File: src/rtl/chain_port_pkg.sv
package chain_port_pkg;
  // cycles from one own frame to the next
  function automatic int unsigned slot_len(input int unsigned word_w, input int unsigned dc);
    return word_w * (dc + 1) + 1;
  endfunction
endpackage

File: src/rtl/chain_port_sched.sv
module chain_port_sched #(
  parameter int unsigned WORD_W = 16,
  parameter int unsigned CNT_W  = 3,
  parameter int unsigned CH_W   = 3,
  parameter int unsigned SLOT_W = 8
) (
  input  logic              clk_i,
  input  logic              rst_ni,
  input  logic              start_i,
  input  logic [CNT_W-1:0]  dev_cnt_i,
  input  logic [CH_W-1:0]   num_ch_m1_i,
  output logic              own_fr_o,
  output logic              ld_o
);
  logic              busy_q;
  logic [SLOT_W-1:0] cyc_q, last_cyc;
  logic [CH_W-1:0]   ch_left_q;
  logic [CNT_W-1:0]  dc_q;
  logic              slot_end;

  always_comb begin
    last_cyc = SLOT_W'(chain_port_pkg::slot_len(WORD_W, 32'(dc_q)) - 1);
    slot_end = busy_q && (cyc_q == last_cyc);
    own_fr_o = (!busy_q && start_i) || (slot_end && (ch_left_q != '0));
    ld_o     = busy_q && (cyc_q == '0);
  end

  always_ff @(posedge clk_i or negedge rst_ni) begin
    if (!rst_ni) begin
      busy_q    <= 1'b0;
      cyc_q     <= '0;
      ch_left_q <= '0;
      dc_q      <= '0;
    end else if (own_fr_o) begin
      busy_q <= 1'b1;
      cyc_q  <= '0;
      if (!busy_q) begin
        dc_q      <= dev_cnt_i;
        ch_left_q <= num_ch_m1_i;
      end else begin
        ch_left_q <= ch_left_q - 1'b1;
      end
    end else if (slot_end) begin
      busy_q <= 1'b0;
    end else if (busy_q) begin
      cyc_q <= cyc_q + 1'b1;
    end
  end
endmodule

File: src/rtl/chain_port_tx.sv
module chain_port_tx #(
  parameter int unsigned WORD_W = 16
) (
  input  logic              clk_i,
  input  logic              rst_ni,
  input  logic              own_fr_i,
  input  logic              ld_i,
  input  logic [WORD_W-1:0] word_i,
  input  logic              sdi_i,
  input  logic              sfi_i,
  output logic              sdo_o,
  output logic              sfo_o
);
  localparam int unsigned FD_W = WORD_W - 1;

  logic [WORD_W-1:0] d_q;
  logic [FD_W-1:0]   f_q;
  logic              sfo_q;

  // one word-long line: own word loaded in, upstream bits shift in behind
  always_ff @(posedge clk_i or negedge rst_ni) begin
    if (!rst_ni) begin
      d_q   <= '0;
      f_q   <= '0;
      sfo_q <= 1'b0;
    end else begin
      if (ld_i) d_q <= word_i;
      else      d_q <= {d_q[WORD_W-2:0], sdi_i};
      f_q   <= {f_q[FD_W-2:0], sfi_i};
      sfo_q <= own_fr_i | f_q[FD_W-1];
    end
  end

  assign sdo_o = d_q[WORD_W-1];
  assign sfo_o = sfo_q;
endmodule

File: src/rtl/chain_port_rx.sv
module chain_port_rx #(
  parameter int unsigned WORD_W = 16
) (
  input  logic              clk_i,
  input  logic              rst_ni,
  input  logic              sdi_i,
  input  logic              sfi_i,
  output logic              rx_valid_o,
  output logic [WORD_W-1:0] rx_word_o
);
  localparam int unsigned RC_W = $clog2(WORD_W + 1);

  logic [RC_W-1:0]   cnt_q;
  logic [WORD_W-1:0] sr_q, word_q;
  logic              valid_q;

  always_ff @(posedge clk_i or negedge rst_ni) begin
    if (!rst_ni) begin
      cnt_q   <= '0;
      sr_q    <= '0;
      word_q  <= '0;
      valid_q <= 1'b0;
    end else begin
      valid_q <= (cnt_q == RC_W'(1));
      if (cnt_q == RC_W'(1)) word_q <= {sr_q[WORD_W-2:0], sdi_i};
      if (cnt_q != '0) begin
        sr_q  <= {sr_q[WORD_W-2:0], sdi_i};
        cnt_q <= cnt_q - 1'b1;
      end
      if (sfi_i) cnt_q <= RC_W'(WORD_W);
    end
  end

  assign rx_valid_o = valid_q;
  assign rx_word_o  = word_q;
endmodule

File: src/rtl/chain_port.sv
module chain_port #(
  parameter int unsigned WORD_W = 16,
  parameter int unsigned CNT_W  = 3,
  parameter int unsigned CH_W   = 3
) (
  input  logic              clk_i,
  input  logic              rst_ni,
  input  logic              start_i,
  input  logic [CNT_W-1:0]  dev_cnt_i,
  input  logic [CH_W-1:0]   num_ch_m1_i,
  input  logic              q_valid_i,
  input  logic [WORD_W-1:0] q_data_i,
  output logic              q_pop_o,
  input  logic              sdi_i,
  input  logic              sfi_i,
  output logic              sdo_o,
  output logic              sfo_o,
  output logic              rx_valid_o,
  output logic [WORD_W-1:0] rx_word_o
);
  localparam int unsigned SLOT_W = $clog2(WORD_W * (2 ** CNT_W) + 2);

  logic              own_fr, ld;
  logic [WORD_W-1:0] own_word;

  assign q_pop_o  = ld & q_valid_i;
  assign own_word = q_valid_i ? q_data_i : '0;

  chain_port_sched #(
    .WORD_W(WORD_W), .CNT_W(CNT_W), .CH_W(CH_W), .SLOT_W(SLOT_W)
  ) u_sched (
    .clk_i       (clk_i),
    .rst_ni      (rst_ni),
    .start_i     (start_i),
    .dev_cnt_i   (dev_cnt_i),
    .num_ch_m1_i (num_ch_m1_i),
    .own_fr_o    (own_fr),
    .ld_o        (ld)
  );

  chain_port_tx #(.WORD_W(WORD_W)) u_tx (
    .clk_i    (clk_i),
    .rst_ni   (rst_ni),
    .own_fr_i (own_fr),
    .ld_i     (ld),
    .word_i   (own_word),
    .sdi_i    (sdi_i),
    .sfi_i    (sfi_i),
    .sdo_o    (sdo_o),
    .sfo_o    (sfo_o)
  );

  chain_port_rx #(.WORD_W(WORD_W)) u_rx (
    .clk_i      (clk_i),
    .rst_ni     (rst_ni),
    .sdi_i      (sdi_i),
    .sfi_i      (sfi_i),
    .rx_valid_o (rx_valid_o),
    .rx_word_o  (rx_word_o)
  );
endmodule

File: config.mk
export PLATFORM = sky130hd
export DESIGN_NAME = chain_port
export DESIGN_NICKNAME = d
export VERILOG_FILES = /design/src/rtl/chain_port_pkg.sv /design/src/rtl/chain_port_sched.sv /design/src/rtl/chain_port_tx.sv /design/src/rtl/chain_port_rx.sv /design/src/rtl/chain_port.sv
export SDC_FILE = /design/constraint.sdc
export NUM_CORES = 1
export LEC_CHECK = 0
export ABC_AREA = 1
export BUFFER_PORTS_ARGS = -buffer_cell sky130_fd_sc_hd__buf_2
export CORE_MARGIN = 2
export CORE_UTILIZATION = 55
export CTS_CLUSTER_SIZE = 25
export DETAILED_ROUTE_END_ITERATION = 10
export PLACE_DENSITY = 0.83
export SLEW_MARGIN = 20
export SYNTH_ARGS = -nofsm -noshare
export SYNTH_HDL_FRONTEND = slang
export SYNTH_SLANG_ARGS = --single-unit
File: constraint.sdc
create_clock -name clk_i -period 3.5 [get_ports clk_i]
set_input_delay 0.7 -clock clk_i [delete_from_list [all_inputs] [get_ports clk_i]]
set_output_delay 0.7 -clock clk_i [all_outputs]
set_load 0.005 [all_outputs]
==> flow_summary.toml, run 1 <==
[synth]
synth_edf_count = 0
synth_cell_types = 24
number_of_flip_flops_and_latches_in_the_synthesized_netlist = 84
syn_avg_cell_area_sq_um = 9.311
synthCells = 369
sequential_area_share_after_synthesis_pct = 61.18
postSynthNetCount = 405
syn-cell-area_sq_mm = 0.003436
synth-main-ff-cell = "sky130_fd_sc_hd__dfrtp_1"
share_of_synthesized_registers_carrying_an_async_set_or_reset_pct = 100.0
yosysWarnings = 0

[setup_path]
timing.reg2reg.worst_path_depth = 6
rrSetupSlack_ns = 1.45
timing.critical_path.from = "u_sched.cyc_q[0]"
crit_path_launch_type = "register"
critical_path.reg2reg.endpoint = "u_rx.cnt_q[1]"
cp_max_fo = 17
timing.critical_path.to_type = "output port"
critPathArrivalTime_ns = 1.96
setup.worst_path.class = "register to output port"
critical_path.reg2reg.startpoint = "u_rx.cnt_q[0]"
required_time_reported_for_the_critical_path_endpoint_ns = 2.80

[power_and_ir_drop]
power.density_mw_per_mm2 = 818.8
static_leakage_power_nw = 2.089
ir_drop_mv = 0.4578

[timing]
final_hold_viol_count = 0
fmax_mhz = 375.5
slew_viol_final = 0
fin_crit_ns = 2.663
grt_setup_unrepaired = "no"
slew_headroom_pct = 31.60
fin_skew_ns = 0.01191
timing.hold.ws_ns = 0.3497
report.final.setup_viol = 0
tightestPinTransition_ns = 1.023
final_min_period_over_clock_period_pct = 76.08
final.setup.tns_ns = 0

[global_routing]
global_route_usage_over_all_layers_pct = 19.46
grt_pass1_vias = 2527
antenna_found_initial = 1
gr-total-overflow = 0
pin_count_of_the_biggest_net_entering_global_routing = 85
first_pass_grt_wire_length_mm = 10.78

[routing]
detail_route.wirelength_mm = 6.304
detail_route.drc_violations = 0
vias_per_cell = 4.982
drtAntennaViolNets = 0
drt_iter0_markers = 189
post_drt_wl_per_cell_microns = 12.71
router_iterations_before_antenna_repair = 5
vias = 2471

[place]
numPortBuffers = 47
final_replace_weighted_congestion = 0.8497
place_hpwl_mm = 4.264

[cts]
cts_made_buffers = 9
cts_resized = 0
cts_num_sinks = 84
path_clk_slew_ns = 0.09
cts_tree = "yes"
hold_buffers = 0
htreeDepth = 3
cts.root.buffer_cell = "sky130_fd_sc_hd__clkbuf_8"
clock_latency_ns = 0.35
clockBufferDepth = 2
post-cts-setup-buffer-count = 0

[hold_path]
holdCritPathClass = "register to register"
hold_end = "u_tx.f_q[3]"
timing.hold.worst_path_depth = 0
worst_hold_launch = "u_tx.f_q[2]"

[die]
start_util_pct = 57.35
die-width_microns = 83.04
die_area_sq_mm = 0.006895
die_h_microns = 83.04
rows = 28
design.portCount = 48
coreArea_sq_mm = 0.005991

[finish]
insertedDiodeCount = 0
final.fill_count = 506
commonest_non_fill_non_tap_cell_in_the_layout = "sky130_fd_sc_hd__nand2_1"
mostFrequentLayoutCells = "119 x sky130_fd_sc_hd__nand2_1, 84 x sky130_fd_sc_hd__dfrtp_1, 46 x sky130_fd_sc_hd__buf_2, 42 x sky130_fd_sc_hd__inv_1, 41 x sky130_fd_sc_hd__o21ai_0"
final_layout_size_suffix_gt1_share_pct = 17.34
num-nets-final = 452
flow.area_growth_from_synthesis_pct = 13.69
final_core_utilization_pct = 65.20

[flow_run]
timing.max_cap.violations = 0

[outcome]
status = "complete, no violations"
-- report_power, final --
part | switching, mW | leakage, nW | total [mW] | internal (mW)
registers | 0.226 | 1.02 | 1.55 | 1.33
clock network | 0.337 | 0.0999 | 0.688 | 0.352
logic | 0.564 | 0.972 | 0.955 | 0.391
-- cell usage after synthesis, types with 2 or more instances --
cell | count | area share, %
sky130_fd_sc_hd__nor2_1 | 8 | 0.87
sky130_fd_sc_hd__or2_2 | 2 | 0.36
sky130_fd_sc_hd__nand2_1 | 119 | 13
sky130_fd_sc_hd__a21oi_1 | 4 | 0.58
sky130_fd_sc_hd__ha_1 | 8 | 2.9
sky130_fd_sc_hd__nand3_1 | 20 | 2.9
sky130_fd_sc_hd__o21ai_1 | 7 | 1.0
sky130_fd_sc_hd__nor4_1 | 2 | 0.36
sky130_fd_sc_hd__inv_2 | 4 | 0.44
sky130_fd_sc_hd__nand4_1 | 4 | 0.73
sky130_fd_sc_hd__xor2_1 | 5 | 1.3
sky130_fd_sc_hd__inv_1 | 42 | 4.6
sky130_fd_sc_hd__nand2_2 | 2 | 0.36
sky130_fd_sc_hd__o21ai_0 | 41 | 6.0
sky130_fd_sc_hd__dfrtp_1 | 84 | 61
sky130_fd_sc_hd__clkbuf_1 | 6 | 0.66
sky130_fd_sc_hd__buf_6 | 3 | 0.98
sky130_fd_sc_hd__buf_2 | 2 | 0.29
-- area by class of cell --
class                      count  area, sq um  area share (%)
tap                           75        93.84           2.402
multi-input combinational    228         1095           28.03
timing repair buffer          47        241.5           6.182
sequential                    84         2102           53.81
inverter                      46        172.7           4.420
clock inverter                 5        60.06           1.537
clock buffer                  11        141.4           3.619
-- stage by stage --
stage          cells  worst slack, ns  total power, mW  instance area, sq um
4_1_cts          496           0.8075            3.230                  3902
3_5_place_dp     480            1.205            2.527                  3701
5_1_grt          496           0.7052            3.472                  3906
3_3_place_gp     480            1.266            2.456                  3701
2_1_floorplan    369            1.516            2.218                  3436
6_report         496           0.8371            3.198                  3906
-- flip-flops by register name, indices dropped and copies added (netlist names) --
register,flops
u_sched.ch_left_q,3
u_rx.sr_q,15
u_tx.d_q,16
u_rx.rx_valid_o,1
u_tx.sfo_o,1
u_rx.cnt_q,5
u_sched.dc_q,3
u_sched.busy_q,1
u_rx.rx_word_o,16
u_sched.cyc_q,8
u_tx.f_q,15
-- metal layers --
metal	wire length [microns]	GRT usage, %
met2	3183	33.50
met1	2728	23.01
met3	315	6.561
met4	66	6.259
met5	11	0
-- kinds of logic (layout without fill, tap and decap cells) --
logic type               count (synthesis)  after routing  share of synthesized area [%]
AND/OR/NAND/NOR                        160            160                          19.30
XOR/XNOR                                 5              5                          1.275
adder cells (fa/ha/maj)                  8              8                          2.913
flip-flops                              84             84                          61.18
multiplexers                             1              1                         0.3277
AO/OA/AOI/OAI                           54             54                          8.048
buffers and inverters                   57            109                          6.955
-- worst max path at each step --
stage | to | slack, ns | cells after the start
after CTS | q_pop_o | 0.81 | 7
final | q_pop_o | 0.84 | 7
after detailed placement | q_pop_o | 1.20 | 7
after global routing | q_pop_o | 0.71 | 7
after global placement | q_pop_o | 1.27 | 7
after floorplan | q_pop_o | 1.52 | 7
-- worst max-delay path, cell delays in order (launching register included) --
cell,delay [ns]
sky130_fd_sc_hd__dfrtp_1,0.39
sky130_fd_sc_hd__inv_1,0.11
sky130_fd_sc_hd__ha_1,0.16
sky130_fd_sc_hd__nand2_1,0.07
sky130_fd_sc_hd__nor4_1,0.36
sky130_fd_sc_hd__nand2_1,0.11
sky130_fd_sc_hd__inv_2,0.23
sky130_fd_sc_hd__buf_2,0.17
Note: power is estimated with default switching activity, not from simulation.
==> run 2, diff against run 1 <==
==> constraint.sdc (replaced) <==
create_clock -name clk_i -period 2.8 [get_ports clk_i]
set_input_delay 0.56 -clock clk_i [delete_from_list [all_inputs] [get_ports clk_i]]
set_output_delay 0.56 -clock clk_i [all_outputs]
set_load 0.005 [all_outputs]
==> run 2 against run 1 <==
Against the previous run:
- worst hold slack lost 0.21 ns
- power rose by 31%
- clock skew shrank 0.0032 ns
- sequential cell count unchanged
- die area did not move
- sequential share of layout area fell by 1.1 points
- register-to-register slack worse by 0.47 ns
==> flow_summary.toml, run 2 (synthesis results as in run 1) <==
[setup_path]
path_cells = "inv_1 -> ha_1 -> nand2_1 -> nor4_1 -> nand2_1 -> inv_2 -> buf_2"
critical-path-top-cell-by-count = "sky130_fd_sc_hd__nand2_1"
crit_path_launch_type = "register"
rrSetupSlack_ns = 0.98
timing.critical_path.to_type = "output port"
worst-path-stages = 7
required_time_reported_for_the_critical_path_endpoint_ns = 2.24
timing.reg2reg.worst_path_depth = 10
critPathArrivalTime_ns = 2.00
timing.critical_path.from = "u_sched.cyc_q[0]"
timing.critical_path.to = "q_pop_o"
worst_path_max_delay_cell = "sky130_fd_sc_hd__dfrtp_1"
critical_path.reg2reg.endpoint = "u_sched.ch_left_q[1]"
critical_path.n_buffers_inverters = 3
critical_path.reg2reg.startpoint = "u_sched.cyc_q[0]"
critical_path.top_delay_family = "buffers and inverters"
setup.worst_path.class = "register to output port"
cp_slowest_stage_delay_ns = 0.40
cp_max_fo = 17

[global_routing]
pin_count_of_the_biggest_net_entering_global_routing = 49
antenna_found_initial = 1
first_pass_grt_wire_length_mm = 11.23
gr-total-overflow = 0
global_route_usage_over_all_layers_pct = 20.57
grt_pass1_vias = 2531

[routing]
vias_per_cell = 5.060
drt_iter0_markers = 99
drtAntennaViolNets = 0
detail_route.drc_violations = 0
post_drt_wl_per_cell_microns = 12.78
detail_route.wirelength_mm = 6.378
vias = 2525
router_iterations_before_antenna_repair = 4

[timing]
final_min_period_over_clock_period_pct = 91.49
fin_skew_ns = 0.008662
tightestPinTransition_ns = 0.5057
slew_headroom_pct = 66.19
timing.hold.ws_ns = 0.1440
grt_setup_unrepaired = "no"
final_hold_viol_count = 0
slew_viol_final = 0
fin_crit_ns = 2.562
report.final.setup_viol = 0
timing.final.ws_setup_ns = 0.2382
fmax_mhz = 390.3
final.setup.tns_ns = 0

[place]
placed_cell_area_sq_mm = 0.003736
final_replace_weighted_congestion = 0.8930
pre_cts_slack_ns = 0.6266
place_hpwl_mm = 4.401
numPortBuffers = 47

[cts]
clock_latency_ns = 0.37
cts_tree = "yes"
hold_buffers = 0
clockBufferDepth = 2
post-cts-setup-buffer-count = 0
cts_made_buffers = 9
cts.root.buffer_cell = "sky130_fd_sc_hd__clkbuf_8"
cts_num_sinks = 84
htreeDepth = 3
cts_resized = 0
path_clk_slew_ns = 0.08

[hold_path]
holdCritPathClass = "input pin to asynchronous set/reset pin"

[die]
die_h_microns = 83.04
coreArea_sq_mm = 0.005991
start_util_pct = 57.35
die_area_sq_mm = 0.006895
die-width_microns = 83.04
design.portCount = 48
rows = 28

[flow_run]
timing.max_cap.violations = 0

[finish]
mostFrequentLayoutCells = "119 x sky130_fd_sc_hd__nand2_1, 84 x sky130_fd_sc_hd__dfrtp_1, 46 x sky130_fd_sc_hd__buf_2, 42 x sky130_fd_sc_hd__inv_1, 41 x sky130_fd_sc_hd__o21ai_0"
num-nets-final = 455
flow.area_growth_from_synthesis_pct = 15.99
insertedDiodeCount = 0
final_layout_size_suffix_gt1_share_pct = 18.16
commonest_non_fill_non_tap_cell_in_the_layout = "sky130_fd_sc_hd__nand2_1"
final_cell_area_sq_mm = 0.003985

[power_and_ir_drop]
static_leakage_power_nw = 2.128
fin_total_pwr_mw = 4.205
power.density_mw_per_mm2 = 1055
ir_drop_mv = 0.5994

[outcome]
status = "complete, no violations"
run 2: changes by cell type in the layout (fill, tap and decap cells not counted):
cell,previous run,this run
sky130_fd_sc_hd__clkbuf_1,1,0
sky130_fd_sc_hd__bufinv_16,1,3
sky130_fd_sc_hd__inv_6,1,0
sky130_fd_sc_hd__buf_4,0,3
sky130_fd_sc_hd__buf_12,0,1
sky130_fd_sc_hd__buf_6,1,0
run 2: final cells by class:
cell class | instances | area, sq um
repair buffers | 50 | 272.8
flip-flops and latches | 84 | 2102
clock buffers | 10 | 137.6
multi-input cells | 228 | 1095
fillers | 484 | 2006
clock inverters | 6 | 111.4
inverters | 46 | 172.7
well taps | 75 | 93.84
run 2: metrics by stage:
step | instances | util, %
after floorplan | 369 | -
after global placement | 483 | 62.36
after detailed placement | 483 | 62.36
after CTS | 499 | 66.52
after global routing | 499 | 66.52
final | 499 | 66.52
run 2: worst min path at each step:
| stage | end | start | cells past startpoint | slack (ns) |
|---|---|---|---|---|
| floorplan | u_rx.cnt_q[0] | rst_ni | 0 | 0.26 |
| global placement | u_tx.f_q[4] | u_tx.f_q[3] | 0 | 0.33 |
| detailed placement | u_tx.f_q[5] | u_tx.f_q[4] | 0 | 0.34 |
| CTS | u_sched.cyc_q[7] | rst_ni | 1 | 0.17 |
| global route | u_rx.sr_q[2] | rst_ni | 1 | 0.18 |
| finish | u_sched.cyc_q[7] | rst_ni | 1 | 0.14 |
run 2: metal layers:
metal / wire (microns) / part of all wire [%] / global-route usage [%] / vias to the layer above
met4: 199 / 3.1 / 12.22 / 2
met2: 3082 / 48 / 33.14 / 51
met3: 276 / 4.3 / 4.771 / 20
li1: - / - / - / 1259
met1: 2803 / 44 / 25.36 / 1193
met5: 17 / 0.27 / 0 / -
run 2: report_power, final:
part	switching [mW]	total, mW	internal, mW
logic	0.706	1.21	0.500
registers	0.280	1.94	1.66
clock network	0.443	1.06	0.616
total	1.43	4.21	2.78
==> run 3, diff against run 2 <==
--- a/config.mk
+++ b/config.mk
@@ -11,7 +11,8 @@
 export CORE_UTILIZATION = 55
 export CTS_CLUSTER_SIZE = 25
 export DETAILED_ROUTE_END_ITERATION = 10
-export PLACE_DENSITY = 0.83
+export GPL_ROUTABILITY_DRIVEN = 0
+export PLACE_DENSITY = 0.77
 export SLEW_MARGIN = 20
 export SYNTH_ARGS = -nofsm -noshare
 export SYNTH_HDL_FRONTEND = slang
==> run 3 against run 2 <==
Against the previous run:
- via count is 1.2% lower
- final cell count stayed put
- routed wire length is 1.1% lower
- clock-buffer cell count stayed put
- setup slack better by 0.042 ns
- register-to-register slack worse by 0.02 ns
- die area stayed put
- power is 1.7% lower
- largest cell class unchanged
- largest power group unchanged
==> flow_summary.toml, run 3 (synthesis results as in run 1) <==
[outcome]
status = "complete, no violations"

[setup_path]
worst_path_max_delay_cell = "sky130_fd_sc_hd__dfrtp_1"
critical_path.top_delay_family = "simple AND/OR/NAND/NOR gates"
path_cells = "inv_1 -> ha_1 -> nand2_1 -> nor4_1 -> nand2_1 -> inv_2 -> buf_2"
rrSetupSlack_ns = 0.96
crit_path_launch_type = "register"
critical_path.n_buffers_inverters = 3
timing.reg2reg.worst_path_depth = 9
critical_path.reg2reg.endpoint = "u_sched.cyc_q[0]"
cp_slowest_stage_delay_ns = 0.40
critPathArrivalTime_ns = 1.96
cp_max_fo = 17
timing.critical_path.from = "u_sched.cyc_q[0]"
timing.critical_path.to = "q_pop_o"
required_time_reported_for_the_critical_path_endpoint_ns = 2.24
worst-path-stages = 7
critical_path.reg2reg.startpoint = "u_sched.dc_q[0]"
setup.worst_path.class = "register to output port"
critical-path-top-cell-by-count = "sky130_fd_sc_hd__nand2_1"
timing.critical_path.to_type = "output port"

[die]
design.portCount = 48
coreArea_sq_mm = 0.005991
die-width_microns = 83.04
die_area_sq_mm = 0.006895
rows = 28
die_h_microns = 83.04
start_util_pct = 57.35

[routing]
detail_route.wirelength_mm = 6.307
router_iterations_before_antenna_repair = 4
drtAntennaViolNets = 0
drt_iter0_markers = 115
post_drt_wl_per_cell_microns = 12.64
vias_per_cell = 4.998
vias = 2494
detail_route.drc_violations = 0

[global_routing]
global_route_usage_over_all_layers_pct = 20.11
gr-total-overflow = 0
grt_pass1_vias = 2460
first_pass_grt_wire_length_mm = 11.16
pin_count_of_the_biggest_net_entering_global_routing = 47
antenna_found_initial = 0

[cts]
clockBufferDepth = 2
cts.root.buffer_cell = "sky130_fd_sc_hd__clkbuf_8"
cts_made_buffers = 9
cts_num_sinks = 84
cts_resized = 0
post-cts-setup-buffer-count = 0
hold_buffers = 0
htreeDepth = 3
cts_tree = "yes"
path_clk_slew_ns = 0.08
clock_latency_ns = 0.35

[place]
numPortBuffers = 47
place_hpwl_mm = 4.207
placed_cell_area_sq_mm = 0.003736

[timing]
final_hold_viol_count = 0
grt_setup_unrepaired = "no"
report.final.setup_viol = 0
fin_skew_ns = 0.009996
final.setup.tns_ns = 0
tightestPinTransition_ns = 0.5711
slew_headroom_pct = 61.82
slew_viol_final = 0
fmax_mhz = 396.9
final_min_period_over_clock_period_pct = 89.98
fin_crit_ns = 2.520

[power_and_ir_drop]
static_leakage_power_nw = 2.120
ir_drop_mv = 0.5968
power.density_mw_per_mm2 = 1041

[flow_run]
timing.max_cap.violations = 0

[finish]
insertedDiodeCount = 0
commonest_non_fill_non_tap_cell_in_the_layout = "sky130_fd_sc_hd__nand2_1"
final_cell_area_sq_mm = 0.003970
mostFrequentLayoutCells = "119 x sky130_fd_sc_hd__nand2_1, 84 x sky130_fd_sc_hd__dfrtp_1, 46 x sky130_fd_sc_hd__buf_2, 42 x sky130_fd_sc_hd__inv_1, 41 x sky130_fd_sc_hd__o21ai_0"
final.fill_count = 496
flow.area_growth_from_synthesis_pct = 15.55
final_layout_size_suffix_gt1_share_pct = 18.16
num-nets-final = 455

[hold_path]
holdCritPathClass = "input pin to asynchronous set/reset pin"
-- run 3: cell types whose count changed in the layout (fill, tap and decap cells not counted), sizes merged --
cell,before,now
bufinv,3,2
inv,46,47
-- run 3: how the worst min path moves through the flow --
stage                         end  slack, ns
finish               u_tx.f_q[13]       0.17
global route           u_tx.sfo_o       0.20
CTS                  u_tx.d_q[11]       0.19
detailed placement    u_tx.f_q[1]       0.34
global placement     u_tx.f_q[14]       0.33
floorplan           u_rx.cnt_q[0]       0.26
-- run 3: routing by layer --
layer  GRT usage [%]  share of wire (%)
met1           26.60                 46
met2           32.84                 49
met3           5.268                3.6
met4           6.259                1.3
met5               0                  0
-- run 3: layout make-up --
class / count / area, sq um / area share (%)
sequential: 84 / 2102 / 52.95
multi-input combinational: 228 / 1095 / 27.58
timing repair buffer: 50 / 272.8 / 6.870
clock inverter: 6 / 96.34 / 2.427
clock buffer: 10 / 137.6 / 3.467
inverter: 46 / 172.7 / 4.349
tap: 75 / 93.84 / 2.364
-- run 3: stage by stage --
stage          util (%)  worst slack, ns  power, mW  std cells  hold WS [ns]
2_1_floorplan         -           0.9561      2.773        369        0.2644
3_3_place_gp      62.36           0.7162      3.087        483        0.3330
3_5_place_dp      62.36           0.6374      3.164        483        0.3364
4_1_cts           66.27           0.2398      4.170        499        0.1857
5_1_grt           66.27          0.05323      4.478        499        0.2016
6_report          66.27           0.2805      4.134        499        0.1696
-- run 3: worst register-to-register path: stages (launching register included) --
cell and delay [ns]:
sky130_fd_sc_hd__dfrtp_1 0.46, sky130_fd_sc_hd__ha_1 0.34, sky130_fd_sc_hd__inv_1 0.05, sky130_fd_sc_hd__nand2_1 0.06, sky130_fd_sc_hd__nand3_1 0.09, sky130_fd_sc_hd__nor2_2 0.17, sky130_fd_sc_hd__nand4_1 0.12, sky130_fd_sc_hd__nand2_2 0.23
sky130_fd_sc_hd__inv_1 0.13, sky130_fd_sc_hd__o21ai_1 0.14
-- run 3: report_power, final --
part	switching [mW]	total [mW]	internal [mW]
combinational	0.708	1.21	0.499
clock	0.448	0.984	0.536
sequential	0.283	1.94	1.66
total	1.44	4.13	2.69
